[src/rtl/lpstop_pkg.sv]
package lpstop_pkg;

  typedef enum logic [2:0] {
    ST_IDLE = 3'd0,
    ST_REQ  = 3'd1,
    ST_CYC  = 3'd2,
    ST_ACK  = 3'd3,
    ST_HOLD = 3'd4,
    ST_STOP = 3'd5
  } seqState_t;

  // control -> datapath strobes
  typedef struct packed {
    logic loadMask;
    logic driveBus;
    logic ackPulse;
    logic holdBus;
    logic inStop;
  } ctlStrobe_t;

  localparam int MASK_W = 3;
  localparam logic [2:0] FC_CPU_SPACE = 3'b111;

endpackage

[src/rtl/lpstop_ctrl.sv]
module lpstop_ctrl
  import lpstop_pkg::*;
#(
  parameter int CYC_WAIT = 2
) (
  input  logic       clk,
  input  logic       rstN,
  input  logic       stopReq,
  input  logic       busGrant,
  input  logic       haltIn,
  input  logic       wakeIn,
  output ctlStrobe_t ctl
);

  localparam int CNT_W = (CYC_WAIT < 2) ? 1 : $clog2(CYC_WAIT);
  localparam logic [CNT_W-1:0] CNT_LAST = CNT_W'(CYC_WAIT - 1);

  seqState_t state, stateNext;
  logic [CNT_W-1:0] waitCnt;

  always_comb begin
    stateNext = state;
    unique case (state)
      ST_IDLE: if (stopReq) stateNext = ST_REQ;
      ST_REQ:  if (busGrant) stateNext = ST_CYC;
      ST_CYC:  if (waitCnt == CNT_LAST) stateNext = ST_ACK;
      ST_ACK:  stateNext = haltIn ? ST_HOLD : ST_STOP;
      ST_HOLD: if (!haltIn) stateNext = ST_STOP;
      ST_STOP: if (wakeIn) stateNext = ST_IDLE;
      default: stateNext = ST_IDLE;
    endcase
  end

  always_ff @(posedge clk or negedge rstN) begin
    if (!rstN) begin
      state   <= ST_IDLE;
      waitCnt <= '0;
    end else begin
      state <= stateNext;
      if (state == ST_CYC && stateNext == ST_CYC)
        waitCnt <= waitCnt + 1'b1;
      else
        waitCnt <= '0;
    end
  end

  always_comb begin
    ctl.loadMask = (state == ST_IDLE) && stopReq;
    ctl.driveBus = (state == ST_CYC) || (state == ST_ACK);
    ctl.ackPulse = (state == ST_ACK);
    ctl.holdBus  = (state == ST_REQ) || (state == ST_CYC) || (state == ST_ACK);
    ctl.inStop   = (state == ST_STOP);
  end

endmodule

[src/rtl/lpstop_dpath.sv]
module lpstop_dpath
  import lpstop_pkg::*;
#(
  parameter int ADDR_W     = 24,
  parameter int DATA_W     = 16,
  parameter int SPACE_TYPE = 3,
  parameter int SPACE_LSB  = 16
) (
  input  logic              clk,
  input  logic              rstN,
  input  ctlStrobe_t        ctl,
  input  logic [MASK_W-1:0] stopMask,
  output logic              busReqOut,
  output logic              asOut,
  output logic              dsOut,
  output logic              rwOut,
  output logic [ADDR_W-1:0] addrOut,
  output logic [2:0]        fcOut,
  output logic [DATA_W-1:0] dataOut,
  output logic              ackOut,
  output logic              stoppedOut
);

  localparam logic [ADDR_W-1:0] SPACE_ADDR = ADDR_W'(SPACE_TYPE) << SPACE_LSB;

  logic [MASK_W-1:0] maskReg;

  always_ff @(posedge clk or negedge rstN) begin
    if (!rstN)             maskReg <= '0;
    else if (ctl.loadMask) maskReg <= stopMask;
  end

  always_comb begin
    busReqOut  = ctl.holdBus;
    asOut      = ctl.driveBus;
    dsOut      = ctl.driveBus;
    rwOut      = !ctl.driveBus;
    addrOut    = ctl.driveBus ? SPACE_ADDR : '0;
    fcOut      = ctl.driveBus ? FC_CPU_SPACE : 3'b000;
    dataOut    = ctl.driveBus ? {{(DATA_W-MASK_W){1'b0}}, maskReg} : '0;
    ackOut     = ctl.ackPulse;
    stoppedOut = ctl.inStop;
  end

endmodule

[src/rtl/lpstop_entry_seq.sv]
module lpstop_entry_seq
  import lpstop_pkg::*;
#(
  parameter int ADDR_W   = 24,
  parameter int DATA_W   = 16,
  parameter int CYC_WAIT = 2
) (
  input  logic              clk,
  input  logic              rstN,
  input  logic              stopReq,
  input  logic [2:0]        stopMask,
  input  logic              busGrant,
  input  logic              haltIn,
  input  logic              wakeIn,
  output logic              busReqOut,
  output logic              asOut,
  output logic              dsOut,
  output logic              rwOut,
  output logic [ADDR_W-1:0] addrOut,
  output logic [2:0]        fcOut,
  output logic [DATA_W-1:0] dataOut,
  output logic              ackOut,
  output logic              stoppedOut
);

  ctlStrobe_t ctl;

  lpstop_ctrl #(.CYC_WAIT(CYC_WAIT)) ctrl_i (
    .clk(clk), .rstN(rstN), .stopReq(stopReq), .busGrant(busGrant),
    .haltIn(haltIn), .wakeIn(wakeIn), .ctl(ctl)
  );

  lpstop_dpath #(.ADDR_W(ADDR_W), .DATA_W(DATA_W)) dpath_i (
    .clk(clk), .rstN(rstN), .ctl(ctl), .stopMask(stopMask),
    .busReqOut(busReqOut), .asOut(asOut), .dsOut(dsOut), .rwOut(rwOut),
    .addrOut(addrOut), .fcOut(fcOut), .dataOut(dataOut),
    .ackOut(ackOut), .stoppedOut(stoppedOut)
  );

endmodule

[config.mk]
export PLATFORM = sky130hd
export DESIGN_NAME = lpstop_entry_seq
export DESIGN_NICKNAME = d
export VERILOG_FILES = /design/src/rtl/lpstop_pkg.sv /design/src/rtl/lpstop_ctrl.sv /design/src/rtl/lpstop_dpath.sv /design/src/rtl/lpstop_entry_seq.sv
export SDC_FILE = /design/constraint.sdc
export NUM_CORES = 1
export LEC_CHECK = 0
export ABC_AREA = 0
export BUFFER_PORTS_ARGS = -buffer_cell sky130_fd_sc_hd__clkbuf_2
export CORE_MARGIN = 2
export CORE_UTILIZATION = 35
export DETAILED_ROUTE_END_ITERATION = 8
export PLACE_DENSITY = 0.8
export SYNTH_ARGS = -nofsm -noshare
export SYNTH_HDL_FRONTEND = slang
export SYNTH_SLANG_ARGS = --single-unit
[constraint.sdc]
create_clock -name clk -period 1.4 [get_ports clk]
set_input_delay 0.35 -clock clk [delete_from_list [all_inputs] [get_ports clk]]
set_output_delay 0.35 -clock clk [all_outputs]
set_load 0.02 [all_outputs]
==> flow_summary_export.csv <==
group,metric,value,unit
run_status,status,"complete, but fails checks",
run_status,violations,"setup timing",
timing,postLayoutSetupSlackWorst,-0.1549,ns
global_routing,grt_max_degree,11,
placement,placed_area,719.4,um2
setup_path,critPathCaptureType,"primary output",
yosys,muxShareOfSynthArea,6.081,%
setup_path,cp_max_fo,6,
pwr,power.density,2148,nW/um2
yosys,synthDistinctLibCells,23,
setup_path,crit_path_cell_trace,"nor2b_4 -> and2_4 -> buf_8",
global_routing,antenna_found_initial,0,
yosys,async_reset_ff_share,100.0,%
yosys,synth_area,740.7,um2
job,maxCapViolCount,0,
drt,ant_nets,0,
cts,clock-sinks,7,
setup_path,start_kind,"flip-flop",
drt,avgViaCountPerCell,3.681,
setup_path,worst_ep_required_time,1.05,ns
timing,drv_slew,0,
cts,cts_tree,"built",
drt,drt_iter0_markers,0,
cts,clk_latency,0.25,ns
yosys,synth_area_leaders,"buf_4 44%, dfrtp_1 24%, mux2_1 4.6%",
global_routing,grt.total_usage,10.84,%
setup_path,path_buf_inv,1,
timing,setup_viol,17,
yosys,yosysMostFrequentCell,"buf_4",
yosys,synth_top_family_by_area,"buffers and inverters",
yosys,avgSynthCellArea,9.033,um2
global_routing,grt_overflow,0,
final_layout,antenna_cells,0,
timing,grt_setup_unrepaired,"true",
placement,place_congestion,0.7541,
timing,worst_clock_skew,0.004101,ns
drt,drt-pass1-iter-count,1,
pwr,p_total,0.001999,W
timing,max_freq,643.1,MHz
timing,post-route-min-period,1.555,ns
final_layout,syn2layout_area_growth,25.68,%
final_layout,final_util,46.97,%
setup_path,cpPeakStageDelay,0.45,ns
timing,holdWs,0.3352,ns
placement,io_buffers,22,
cts,cts_buffers,3,
yosys,synthSimpleGateAreaFrac,18.58,%
yosys,ys_seq_area_share,23.65,%
pwr,leakagePower,0.5202,nW
die,die_area,2501,um2
timing,finalSetupTns,-1.665,ns
yosys,synthAdderAreaFrac,0,%
drt,drc,0,
yosys,synth_edf_count,0,
cts,cts_buffer_depth,2,
placement,dp_hpwl,989,um
global_routing,grt_pass1_vias,452,
setup_path,arrival,1.20,ns
hold_path,holdCritPathClass,"in2reg",
final_layout,layout.nets,121,
drt,vias,508,
die,rows,16,
global_routing,grt_pass1_wl,1.952,mm
die,io_pins,58,
cts,clockRootBuffer,"clkbuf_4",
yosys,ys_top_cells_by_count,"43 x buf_4, 7 x dfrtp_1",
die,coreArea,1982,um2
die,initial_core_util,37.37,%
drt,routedWlPerCell,10.56,um
die,die_h,50.01,um
setup_path,worst-setup-path-type,"reg2out",
cts,htreeDepth,1,
pwr,ir_drop,905.3,uV
yosys,yosysWarnings,0,
setup_path,worst_path_max_delay_cell,"dfrtp_2",
timing,fin_crit_sh,111.1,%
final_layout,finalInstanceArea,930.9,um2
yosys,synthXorXnorAreaFrac,0,%
yosys,synth_top_area_share,43.58,%
yosys,yosys_most_used_dff,"dfrtp_1",
yosys,synth_compound_area_share,4.561,%
yosys,synth_top_area_cell,"buf_4",
yosys,yosys_register_bits,7,
final_layout,drive_above_1_share,45.05,%
timing,hold_violations,0,
yosys,synthCells,82,
die,die_w,50.01,um
setup_path,crit_family,"flip-flops",
drt,routed_wl,1.457,mm
cts,cts.reportedPaths.clkPinSlew,0.05,ns
## power by group
| part | leakage, nW | switching (W) | total [W] | internal (W) |
|---|---|---|---|---|
| clock network | 0.0150 | 0.0000685 | 0.000177 | 0.000108 |
| registers | 0.0845 | 0.000121 | 0.000426 | 0.000305 |
| logic | 0.421 | 0.000669 | 0.00140 | 0.000728 |
| total | 0.520 | 0.000858 | 0.00200 | 0.00114 |
## sequential cells by signal, summed over array words and instances (netlist names)
signal / count
ctrl_i.waitCnt: 1
ctrl_i.state: 3
dpath_i.maskReg: 3
## path summary, 6_finish.rpt
kind	startpoint	endpoint	slack, ns	cells past startpoint
max	ctrl_i.state[2]	dataOut[0]	-0.15	3
min	stopMask[2]	dpath_i.maskReg[2]	0.34	2
max reg2reg	ctrl_i.state[1]	ctrl_i.state[0]	-0.02	5
min reg2reg	ctrl_i.waitCnt	ctrl_i.waitCnt	0.46	1
max in group asynchronous	rstN	ctrl_i.state[2]	0.72	2
min in group asynchronous	rstN	ctrl_i.state[1]	0.50	2
## layer usage
metal | vias to the layer above | GRT usage [%] | wire length (um)
met1 | 241 | 8.989 | 430
met4 | 0 | 4.167 | 0
met2 | 25 | 21.27 | 944
li1 | 242 | - | -
met5 | - | 0 | 0
met3 | 0 | 5.152 | 82
## cell type report
type | instances | area (um2)
Clock buffer | 4 | 26.28
Fill cell | 192 | 1051
Inverter | 3 | 13.76
Multi-Input combinational cell | 62 | 369.1
Sequential cell | 7 | 177.7
Tap cell | 27 | 33.78
Timing Repair Buffer | 35 | 310.3
## cells by family (layout without fill, tap and decap cells)
kind of cell / Yosys count / after routing
other cells: 1 / 35
buf+inv: 47 / 42
compound gates: 4 / 4
flops: 7 / 7
mux: 4 / 4
simple gates: 19 / 19
## per-stage QoR
stage / instances / worst slack (ns)
after CTS: 133 / -0.1587
after global placement: 125 / 0.04397
after detailed placement: 125 / 0.005635
after floorplan: 116 / 0.02346
final: 138 / -0.1549
after global routing: 138 / -0.2060
## what timing repair did
action | 4_1_cts | 5_1_grt
pin swaps | 2 | 4
resized for setup | 19 | 27
endpoints found under the setup margin | 14 | 16
hold buffers | 1 | 0
setup buffers | 3 | 5
endpoints found under the hold margin | 7 | 0
## cell usage in the layout, fill, tap and decap left out, types with 2 or more instances in the layout
cell and instances:
and2_4 3, buf_4 12, buf_6 8, buf_8 3, clkbuf_2 8, clkbuf_4 4
clkbuf_8 2, conb_1 35, dfrtp_1 5, dfrtp_2 2, inv_1 2, mux2_1 2
nand2_1 3, nand3b_1 2, nor2_1 2
Power figures use the tool's default switching activity.
